==> config.mk <==
export PLATFORM = sky130hd
export DESIGN_NAME = rect_blit_engine
export DESIGN_NICKNAME = d
export VERILOG_FILES = /design/src/rtl/rcopy_pkg.sv /design/src/rtl/rc_rect_walker.sv /design/src/rtl/rc_mask_merge.sv /design/src/rtl/rc_color_pack.sv /design/src/rtl/rect_blit_engine.sv
export SDC_FILE = /design/constraint.sdc
export NUM_CORES = 1
export LEC_CHECK = 0
export ABC_AREA = 1
export CAP_MARGIN = 10
export CORE_UTILIZATION = 49
export DETAILED_ROUTE_END_ITERATION = 8
export DONT_BUFFER_PORTS = 1
export PLACE_DENSITY_LB_ADDON = 0.12
export SLEW_MARGIN = 0
export SYNTH_ARGS = -nofsm -noshare
export SYNTH_HDL_FRONTEND = slang
export SYNTH_SLANG_ARGS = --single-unit
==> constraint.sdc <==
create_clock -name clk_i -period 3.4 [get_ports clk_i]
set_input_delay 0.51 -clock clk_i [delete_from_list [all_inputs] [get_ports clk_i]]
set_output_delay 0.51 -clock clk_i [all_outputs]
set_load 0.005 [all_outputs]
==> src/rtl/rcopy_pkg.sv <==
package rcopy_pkg;
  typedef enum logic {
    RC_COPY = 1'b0,
    RC_FILL = 1'b1
  } rc_op_e;

  typedef enum logic [2:0] {
    ST_IDLE,
    ST_CP_RD,
    ST_CP_WR,
    ST_FILL,
    ST_FIN
  } rc_state_e;
endpackage

==> src/rtl/rc_rect_walker.sv <==
module rc_rect_walker #(
  parameter int CW = 16
) (
  input  logic          clk_i,
  input  logic          rst_ni,
  input  logic          load_i,
  input  logic [CW-1:0] w_i,
  input  logic [CW-1:0] h_i,
  input  logic          rev_i,
  input  logic          step_i,
  input  logic          skip_row_i,
  output logic [CW-1:0] col_o,
  output logic [CW-1:0] row_o,
  output logic          row_last_o,
  output logic          last_o
);
  logic [CW-1:0] col_q, row_q, w_q, h_q;
  logic          rev_q;
  logic [CW-1:0] col_first;
  logic          col_end;

  assign col_first  = rev_q ? (w_q - CW'(1)) : '0;
  assign col_end    = rev_q ? (col_q == '0) : (col_q == w_q - CW'(1));
  assign row_last_o = (row_q == h_q - CW'(1));
  assign last_o     = row_last_o && col_end;
  assign col_o      = col_q;
  assign row_o      = row_q;

  always_ff @(posedge clk_i or negedge rst_ni) begin
    if (!rst_ni) begin
      col_q <= '0;
      row_q <= '0;
      w_q   <= '0;
      h_q   <= '0;
      rev_q <= 1'b0;
    end else if (load_i) begin
      w_q   <= w_i;
      h_q   <= h_i;
      rev_q <= rev_i;
      col_q <= rev_i ? (w_i - CW'(1)) : '0;
      row_q <= '0;
    end else if (skip_row_i || (step_i && col_end)) begin
      col_q <= col_first;
      row_q <= row_q + CW'(1);
    end else if (step_i) begin
      col_q <= rev_q ? (col_q - CW'(1)) : (col_q + CW'(1));
    end
  end

  // column index stays inside the rectangle while pixels are processed
  p_col_in_rect_r4: assert property (@(posedge clk_i) disable iff (!rst_ni)
    step_i |-> (col_q < w_q));
  // reverse walk moves the column down by one within a row
  p_rev_walk_r4: assert property (@(posedge clk_i) disable iff (!rst_ni)
    (step_i && !col_end && rev_q && !load_i) |=> (col_q == $past(col_q) - CW'(1)));
endmodule

==> src/rtl/rc_mask_merge.sv <==
module rc_mask_merge (
  input  logic [15:0] src_px_i,
  input  logic [15:0] dst_px_i,
  input  logic [15:0] mask_and_i,
  input  logic [15:0] mask_or_i,
  output logic        wr_ok_o,
  output logic [15:0] px_o
);
  assign wr_ok_o = ((dst_px_i & mask_and_i) == 16'h0000);
  assign px_o    = src_px_i | mask_or_i;
endmodule

==> src/rtl/rc_color_pack.sv <==
module rc_color_pack (
  input  logic [31:0] rgba_i,
  output logic [15:0] px_o
);
  // alpha msb, then 5 msbs of blue, green, red
  assign px_o = {rgba_i[31], rgba_i[23:19], rgba_i[15:11], rgba_i[7:3]};
endmodule

==> src/rtl/rect_blit_engine.sv <==
module rect_blit_engine
  import rcopy_pkg::*;
#(
  parameter int MEM_W = 1024,
  parameter int MEM_H = 512,
  parameter int CW    = 16
) (
  input  logic                                      clk_i,
  input  logic                                      rst_ni,
  input  logic                                      cmd_valid_i,
  input  logic                                      cmd_op_i,
  input  logic [CW-1:0]                             cmd_src_x_i,
  input  logic [CW-1:0]                             cmd_src_y_i,
  input  logic [CW-1:0]                             cmd_dst_x_i,
  input  logic [CW-1:0]                             cmd_dst_y_i,
  input  logic [CW-1:0]                             cmd_width_i,
  input  logic [CW-1:0]                             cmd_height_i,
  input  logic [31:0]                               cmd_color_i,
  input  logic [15:0]                               mask_and_i,
  input  logic [15:0]                               mask_or_i,
  input  logic                                      ilace_en_i,
  input  logic                                      ilace_field_i,
  output logic                                      mem_rd_o,
  output logic [$clog2(MEM_W)+$clog2(MEM_H)-1:0]    mem_rd_src_addr_o,
  output logic [$clog2(MEM_W)+$clog2(MEM_H)-1:0]    mem_rd_dst_addr_o,
  input  logic [15:0]                               mem_src_data_i,
  input  logic [15:0]                               mem_dst_data_i,
  output logic                                      mem_wr_o,
  output logic [$clog2(MEM_W)+$clog2(MEM_H)-1:0]    mem_wr_addr_o,
  output logic [15:0]                               mem_wr_data_o,
  output logic                                      busy_o,
  output logic                                      done_o
);
  localparam int XW = $clog2(MEM_W);
  localparam int YW = $clog2(MEM_H);
  localparam int AW = XW + YW;

  rc_state_e     state_q, state_d;
  rc_op_e        op_q;
  logic [XW-1:0] sx_q, dx_q;
  logic [YW-1:0] sy_q, dy_q;
  logic [15:0]   mand_q, mor_q, fill_px_q, fill_px_c;
  logic          ilace_q, field_q;

  logic          accept, zero_sz, rev_c;
  logic [XW-1:0] sxr, dxr, wl, s_end, d_end;
  logic [CW-1:0] col, row;
  logic          last, row_last, step, skip_row, row_skip;
  logic [XW-1:0] cur_sx, cur_dx;
  logic [YW-1:0] cur_sy, cur_dy;
  logic          wr_ok;
  logic [15:0]   merged_px;

  assign accept  = cmd_valid_i && (state_q == ST_IDLE);
  assign zero_sz = (cmd_width_i == '0) || (cmd_height_i == '0);

  // overlap-safe column order, decided on wrapped start and end columns
  assign sxr   = cmd_src_x_i[XW-1:0];
  assign dxr   = cmd_dst_x_i[XW-1:0];
  assign wl    = cmd_width_i[XW-1:0];
  assign s_end = sxr + wl - XW'(1);
  assign d_end = dxr + wl - XW'(1);
  assign rev_c = (cmd_op_i == RC_COPY) && ((sxr < dxr) || (s_end < d_end));

  rc_color_pack u_pack (
    .rgba_i (cmd_color_i),
    .px_o   (fill_px_c)
  );

  rc_rect_walker #(.CW(CW)) u_walk (
    .clk_i      (clk_i),
    .rst_ni     (rst_ni),
    .load_i     (accept),
    .w_i        (cmd_width_i),
    .h_i        (cmd_height_i),
    .rev_i      (rev_c),
    .step_i     (step),
    .skip_row_i (skip_row),
    .col_o      (col),
    .row_o      (row),
    .row_last_o (row_last),
    .last_o     (last)
  );

  assign cur_sx = sx_q + col[XW-1:0];
  assign cur_dx = dx_q + col[XW-1:0];
  assign cur_sy = sy_q + row[YW-1:0];
  assign cur_dy = dy_q + row[YW-1:0];

  rc_mask_merge u_merge (
    .src_px_i   (mem_src_data_i),
    .dst_px_i   (mem_dst_data_i),
    .mask_and_i (mand_q),
    .mask_or_i  (mor_q),
    .wr_ok_o    (wr_ok),
    .px_o       (merged_px)
  );

  assign row_skip = ilace_q && (cur_dy[0] == field_q);
  assign step     = (state_q == ST_CP_WR) || ((state_q == ST_FILL) && !row_skip);
  assign skip_row = (state_q == ST_FILL) && row_skip;

  always_comb begin
    state_d = state_q;
    unique case (state_q)
      ST_IDLE:  if (accept) state_d = zero_sz ? ST_FIN :
                  ((cmd_op_i == RC_FILL) ? ST_FILL : ST_CP_RD);
      ST_CP_RD: state_d = ST_CP_WR;
      ST_CP_WR: state_d = last ? ST_FIN : ST_CP_RD;
      ST_FILL:  if (row_skip ? row_last : last) state_d = ST_FIN;
      ST_FIN:   state_d = ST_IDLE;
      default:  state_d = ST_IDLE;
    endcase
  end

  always_ff @(posedge clk_i or negedge rst_ni) begin
    if (!rst_ni) begin
      state_q   <= ST_IDLE;
      op_q      <= RC_COPY;
      sx_q      <= '0;
      sy_q      <= '0;
      dx_q      <= '0;
      dy_q      <= '0;
      mand_q    <= '0;
      mor_q     <= '0;
      fill_px_q <= '0;
      ilace_q   <= 1'b0;
      field_q   <= 1'b0;
    end else begin
      state_q <= state_d;
      if (accept) begin
        op_q      <= rc_op_e'(cmd_op_i);
        sx_q      <= sxr;
        dx_q      <= dxr;
        sy_q      <= cmd_src_y_i[YW-1:0];
        dy_q      <= cmd_dst_y_i[YW-1:0];
        mand_q    <= mask_and_i;
        mor_q     <= mask_or_i;
        fill_px_q <= fill_px_c;
        ilace_q   <= ilace_en_i;
        field_q   <= ilace_field_i;
      end
    end
  end

  assign mem_rd_o          = (state_q == ST_CP_RD);
  assign mem_rd_src_addr_o = {cur_sy, cur_sx};
  assign mem_rd_dst_addr_o = {cur_dy, cur_dx};
  assign mem_wr_o          = ((state_q == ST_CP_WR) && wr_ok) ||
                             ((state_q == ST_FILL) && !row_skip);
  assign mem_wr_addr_o     = {cur_dy, cur_dx};
  assign mem_wr_data_o     = (state_q == ST_FILL) ? fill_px_q : merged_px;
  assign busy_o            = (state_q != ST_IDLE);
  assign done_o            = (state_q == ST_FIN);

  // never read and write in one cycle
  p_rd_wr_exclusive_r5: assert property (@(posedge clk_i) disable iff (!rst_ni)
    !(mem_rd_o && mem_wr_o));
  // a copy write always follows its read cycle
  p_copy_wr_after_rd_r5: assert property (@(posedge clk_i) disable iff (!rst_ni)
    (mem_wr_o && op_q == RC_COPY) |-> $past(mem_rd_o));
  // copied pixels carry the forced mask bits
  p_copy_or_bits_r3: assert property (@(posedge clk_i) disable iff (!rst_ni)
    (mem_wr_o && op_q == RC_COPY) |-> ((mem_wr_data_o & mor_q) == mor_q));
  // no fill write lands on a row of the displayed field
  p_fill_field_r7: assert property (@(posedge clk_i) disable iff (!rst_ni)
    (mem_wr_o && op_q == RC_FILL && ilace_q) |-> (mem_wr_addr_o[XW] != field_q));
  // done is a single-cycle pulse and the engine is idle after it
  p_done_pulse_r9: assert property (@(posedge clk_i) disable iff (!rst_ni)
    done_o |=> (!done_o && !busy_o));
  // command fields are frozen while busy
  p_busy_hold_r10: assert property (@(posedge clk_i) disable iff (!rst_ni)
    busy_o |=> ($stable(op_q) && $stable(dx_q) && $stable(dy_q) && $stable(fill_px_q)));
  // zero-size command completes with no memory access
  p_zero_done_r11: assert property (@(posedge clk_i) disable iff (!rst_ni)
    (accept && zero_sz) |=> (done_o && !mem_rd_o && !mem_wr_o));
endmodule

Word level (Yosys, flattened, before mapping)
Index checks and enable logic that the tools add are counted.
Widths: inputs -> output; s select.
{"block": "word_totals", "in_bits": 198, "ff_bits": 156}
{"block": "op_classes", "n_mux": 17, "n_lt_le_gt_ge": 2, "n_bitwise": 3, "n_reduce_logical": 23, "n_addsub": 14, "n_eq_ne": 9}
{"operator": "$mux 16", "n": 9}
{"operator": "$logic_not 16->1", "n": 4}
{"operator": "$sub 16x1->16 const B", "n": 4}
{"operator": "$add 10x10->10", "n": 4}
{"operator": "$add 16x1->16 const B", "n": 2}
{"operator": "$eq 16x16->1", "n": 2}
{"operator": "$lt 10x10->1", "n": 2}
{"operator": "$sub 10x1->10 const B", "n": 2}
{"operator": "$add 9x9->9", "n": 2}
{"operator": "$and 16x16->16", "n": 1}
{"operator": "$or 16x16->16", "n": 1}
{"operator": "$mux 3", "n": 4}
{"operator": "$pmux 3 s4", "n": 1}
{"operator": "$logic_and 1x1->1", "n": 8}
{"operator": "$eq 3x2->1 const B", "n": 2}
{"operator": "$reduce_bool 3->1", "n": 2}
{"operator": "$logic_or 1x1->1", "n": 5}
{"operator": "$eq 3x1->1 const B", "n": 1}
{"operator": "$eq 3x3->1 const B", "n": 1}
{"operator": "$logic_not 3->1", "n": 1}
{"operator": "$mux 1", "n": 2}
{"operator": "$mux 2", "n": 1}
{"operator": "$ne 2x1->1 const B", "n": 1}
{"operator": "$ne 2x2->1 const B", "n": 1}
{"operator": "5 further kinds", "n": 5}

Longest topological paths before layout
{"block": "depth", "word_depth": 10, "mapped_depth": 25, "ltp_nobuf": 25}

Modules after synthesis
From an unflattened synthesis, not the netlist that was laid out.
{"block": "unflattened", "cells_unflattened": 1834, "hier_area_um2": 12791.0}
{"mod": "rect_blit_engine", "area_each_um2": 6962.9, "cells_each": 953, "n_inst": 1}
{"mod": "rc_rect_walker", "area_each_um2": 5491.5, "cells_each": 818, "n_inst": 1}
{"mod": "rc_mask_merge", "area_each_um2": 216.5, "cells_each": 47, "n_inst": 1}
{"mod": "rc_color_pack", "area_each_um2": 120.1, "cells_each": 16, "n_inst": 1}

Worst setup path after synthesis
OpenSTA, ideal clock, no wires.
{"block": "synth_timing", "path_type": "input -> register", "start": "input port cmd_width_i[1]", "end": "register u_walk.col_q[10], in the netlist u_walk.col_o[10]", "path_slack_ns": -0.384, "arrival_time_ns": 3.666, "path_stages": 24, "path_cell_list": "inv_1 ha_1 inv_1 ha_1 inv_1 fa_1 o21ai_0 a21oi_1 o21ai_0 a21o_1 a21oi_1 xor2_1 ha_1 nand2_1 nor2_1 o211ai_1 o2111ai_1 nand2_1 nand3_1 clkinv_1 nand3_1 nand2_1 nand2_1 nand2_1"}
{"block": "synth_between", "elab_chain_len": 7}
{"element": "from (decl)", "line_no": "rect_blit_engine.sv:16", "rtl": "input logic [CW-1:0] cmd_width_i,"}
{"element": "$add 10x10->10 (on tied branches)", "line_no": "rect_blit_engine.sv:61, rect_blit_engine.sv:62"}
{"element": "$sub 10x1->10 (on tied branches)", "line_no": "rect_blit_engine.sv:61, rect_blit_engine.sv:62"}
{"element": "$lt 10x10->1", "line_no": "rect_blit_engine.sv:63", "rtl": "assign rev_c = (cmd_op_i == RC_COPY) && ((sxr < dxr) || (s_end < d_end));"}
{"element": "$logic_or 1x1->1", "line_no": "rect_blit_engine.sv:63"}
{"element": "$logic_and 1x1->1", "line_no": "rect_blit_engine.sv:63"}
{"element": "$mux 16 (*)", "line_no": "rc_rect_walker.sv:40", "rtl": "col_q <= rev_i ? (w_i - CW'(1)) : '0;"}
{"element": "$mux 16 (*)", "line_no": "rc_rect_walker.sv:36", "rtl": "end else if (load_i) begin"}
{"element": "to (signal assigned)", "line_no": "rc_rect_walker.sv:40"}
{"element": "to (signal assigned)", "line_no": "rc_rect_walker.sv:43", "rtl": "col_q <= col_first;"}
{"element": "to (signal assigned)", "line_no": "rc_rect_walker.sv:46", "rtl": "col_q <= rev_q ? (col_q - CW'(1)) : (col_q + CW'(1));"}
{"element": "to (decl)", "line_no": "rc_rect_walker.sv:17", "rtl": "logic [CW-1:0] col_q, row_q, w_q, h_q;"}
Every way passes the cells marked *; elsewhere a longest branch is shown, timed or not.
A chain may end at the register's enable or synchronous reset.

Worst setup path after layout
{"block": "layout_timing", "start": "register u_walk.col_q[3], in the netlist u_walk.col_o[3]", "end": "output port mem_rd_dst_addr_o[8]"}
{"block": "layout_between", "elab_chain_len": 1}
{"element": "$add 10x10->10", "line_no": "rect_blit_engine.sv:86", "rtl": "assign cur_dx = dx_q + col[XW-1:0];"}
{"element": "to (decl)", "line_no": "rect_blit_engine.sv:25", "rtl": "output logic [$clog2(MEM_W)+$clog2(MEM_H)-1:0] mem_rd_dst_addr_o,"}
Every way passes these cells.

==> metrics.txt <==
Cell variety after synth=45; Final Worst Setup Slack=0.173 ns; ant diodes=0; via count=10400; Clk Latency, worst-skew pair=0.43 ns; Pwr Total=12500 uW; # rows=between 50 and 60; total track usage=0.256; ys async rst share=1.00; Die Area=25100 um2; port bufs=0; CTS HTree Levels=4; CP max stage delay=between 0.4 and 0.5 ns; CP Data Arrival Time=~2.7 ns; failing checks=negative hold slack; Max Slew Vio Count=0; GR Overflow Total=0; largest fanout on the critical path=6; Cell Area, Placed=between 10000 and 15000 um2; Post-Syn Area=roughly 12000 um2; nets=1989; final setup vio count=0; Seq pwr share=0.276; ratio of cells with drive above 1 in the final layout=0.0904; drt via density=between 5 and 6; Sw Ratio=0.485; Critical Path Slowest Stage Cell=dfrtp_1; RSZ-0062 raised after global routing=true; number of synthesized flops with an enable pin=0; Ports=275; YS warnings=0; critical path launch point type=flip-flop; hold slack=-0.232 ns; Mapped Cells=1682; delay-heaviest family, CP=compound AO/OA/AOI/OAI gates; post-synthesis sequential area ratio=0.325; crit path cell chain=ha_1 -> a21oi_1 -> o21ai_2 -> a21oi_1 -> inv_1 -> a21oi_1 -> inv_1 -> a21oi_1 -> o21ai_0 -> xor2_1; crit end category=output port; Util after Layout=0.557; number of global-route vias before repair=9998; Design Area, Final=13200 um2; first-pass GRT wire length=50.0 mm; DRC viols=0; Initial Utilization=0.505; die width=about 160 um; CTS clk-pin slew, worst paths=0.07 ns; routed wire length=31.4 mm; drt first pass iters=5; drt wl/cell=~16 um; critical path buffer and inverter count=2; RePlAce Congestion=approximately 0.86; Combinational Power Share=0.570; Setup CP Type=reg2out; post-DP HPWL=23.6 mm; Max-Cap Viols=0; worst slew pin tran=0.913 ns; period utilisation layout=0.949; Primary FF master, synth=dfrtp_1; Cells after DPL=around 2000; Die H=158 um; Mapped Avg Cell Area=7.13 um2; CTS buffer count=17; largest net degree at the start of global routing=157; Slew HR=0.392; peak supply drop=0.512 mV; leak pwr=0.00683 uW; Finished Layout Cells=2012; core box area=23800 um2; root buf cell=clkbuf_16; synthesis-stage register bit count=156; total internal power=around 6400 uW; Reg area=3910 um2; Worst EP required=2.89 ns; worst min path class=in2async; pre-CTS setup slack=-0.353 ns; number of fill cells in the layout=about 2300; Post-Syn Nets=1991; net switching power=6050 uW; Tmin final=3.23 ns; Max Clock Skew=0.0165 ns; post-route antenna net violation count=0; most used cell, CP=a21oi_1; initial antenna violation count=0; Initial DRC Count=741; Max Clock Freq=310 MHz; clk sinks=156; CTS tree=built; pwr/cell area=943 nW/um2; Layout area overhead=10.2%; area of the multi-input gates=7250 um2; status=finished, violations left; clock tree buffer depth=2; part of the power in the clock network=0.154; Hold Fails Final Rpt=156
## placed cells by master (no fill, tap or decap), drive strengths merged, types with 3 or more instances in the layout
cell / synthesis / layout
fa: 7 / 7
a21oi: 79 / 79
inv: 201 / 208
o31ai: 4 / 4
clkbuf: 35 / 18
buf: 28 / 40
xnor2: 37 / 37
a21o: 3 / 3
nor2: 120 / 120
o21bai: 3 / 3
ha: 104 / 104
clkinv: 1 / 6
nand4: 15 / 15
o21ai: 105 / 105
or2: 5 / 5
nor4: 10 / 10
dfrtp: 156 / 156
o211ai: 3 / 3
nand2: 553 / 553
xor2: 74 / 74
nor3: 22 / 22
nand3: 103 / 104
## layer usage
layer / GRT usage / routed length (um)
met3: 0.0563 / 1850
met1: 0.323 / 13900
met4: 0.0655 / 519
met2: 0.441 / 15200
met5: 0 / 0
## cells in the mapped netlist, types with 3 or more instances
master,number,area share
nor2_2,7,0.0036
nand2_2,5,0.0026
nand3_1,101,0.042
a21oi_1,76,0.032
o21bai_1,3,0.0019
o31ai_1,4,0.0025
nand4_1,15,0.0078
buf_2,4,0.0017
nor2_1,110,0.034
nand2_1,546,0.17
o21ai_0,94,0.039
buf_4,21,0.013
nor4_1,10,0.0052
dfrtp_1,156,0.33
or2_2,5,0.0026
inv_1,196,0.061
ha_1,104,0.11
xor2_1,74,0.054
inv_2,5,0.0016
nor3_1,22,0.0092
xnor2_1,37,0.027
clkbuf_1,34,0.011
a21oi_2,3,0.0022
fa_1,7,0.012
o21ai_1,11,0.0046
o211ai_1,3,0.0019
a21o_1,3,0.0019
## state kept, by name, indices dropped and copies added, names as in the netlist
| name | flops |
|---|---|
| sy_q | 9 |
| dx_q | 10 |
| u_walk.w_q | 16 |
| dy_q | 9 |
| fill_px_q | 16 |
| u_walk.rev_q | 1 |
| state_q | 3 |
| u_walk.row_o | 16 |
| u_walk.col_o | 16 |
| sx_q | 10 |
| mor_q | 16 |
| u_walk.h_q | 16 |
| field_q | 1 |
| mand_q | 16 |
| ilace_q | 1 |
## worst paths after layout
check	from	endpoint	slack (ns)	cells past startpoint
setup / recovery	u_walk.col_o[3]	mem_rd_dst_addr_o[8]	0.17	10
hold / removal	rst_ni	sy_q[5]	-0.23	0
setup reg to reg	u_walk.w_q[0]	u_walk.col_o[8]	0.42	18
hold reg to reg	fill_px_q[8]	fill_px_q[8]	0.47	2
max in group asynchronous	rst_ni	u_walk.col_o[6]	3.40	0
min in group clk_i	mask_or_i[10]	mor_q[10]	0.19	2
## power groups by stage
stage | Clock (uW) | Combinational (uW) | Sequential [uW]
finish | 1920 | 7100 | 3450
global route | 2050 | 8180 | 3560
CTS | 1960 | 7010 | 3430
detailed placement | 0 | 6950 | 3460
global placement | 0 | 6840 | 3440
floorplan | 0 | 5860 | 3240
## cell families (layout without fill, tap and decap cells)
family / after synthesis / in the layout / share of synthesized area
simple gates: 831 / 832 / 0.288
flops: 156 / 156 / 0.325
fa+ha+maj: 111 / 111 / 0.120
compound gates: 207 / 207 / 0.0924
xor+xnor: 112 / 112 / 0.0829
buf+inv: 265 / 275 / 0.0912
## what timing repair did
item / in CTS / in global routing
setup buffers: 0 / 3
pin swaps: 0 / 23
resized for setup: 1 / 43
endpoints found under the setup margin: 2 / 24
endpoints found under the hold margin: 156 / 156
cloned: 0 / 2
## per-stage QoR
stage,setup TNS (ns),hold WS (ns)
after floorplan,0,0.214
after global placement,-4.05,0.218
after detailed placement,-5.46,0.218
after CTS,0,-0.247
after global routing,-0.210,-0.262
final,0,-0.232
## cell type report
cell class / count / share of cell area
Clock buffer: 18 / 0.0332
Multi-Input combinational cell: 1262 / 0.548
Tap cell: 319 / 0.0302
Sequential cell: 156 / 0.295
Clock inverter: 14 / 0.0114
Timing Repair inverter: 1 / 0.000473
Timing Repair Buffer: 40 / 0.0227
Inverter: 202 / 0.0587
Power figures use the tool's default switching activity.
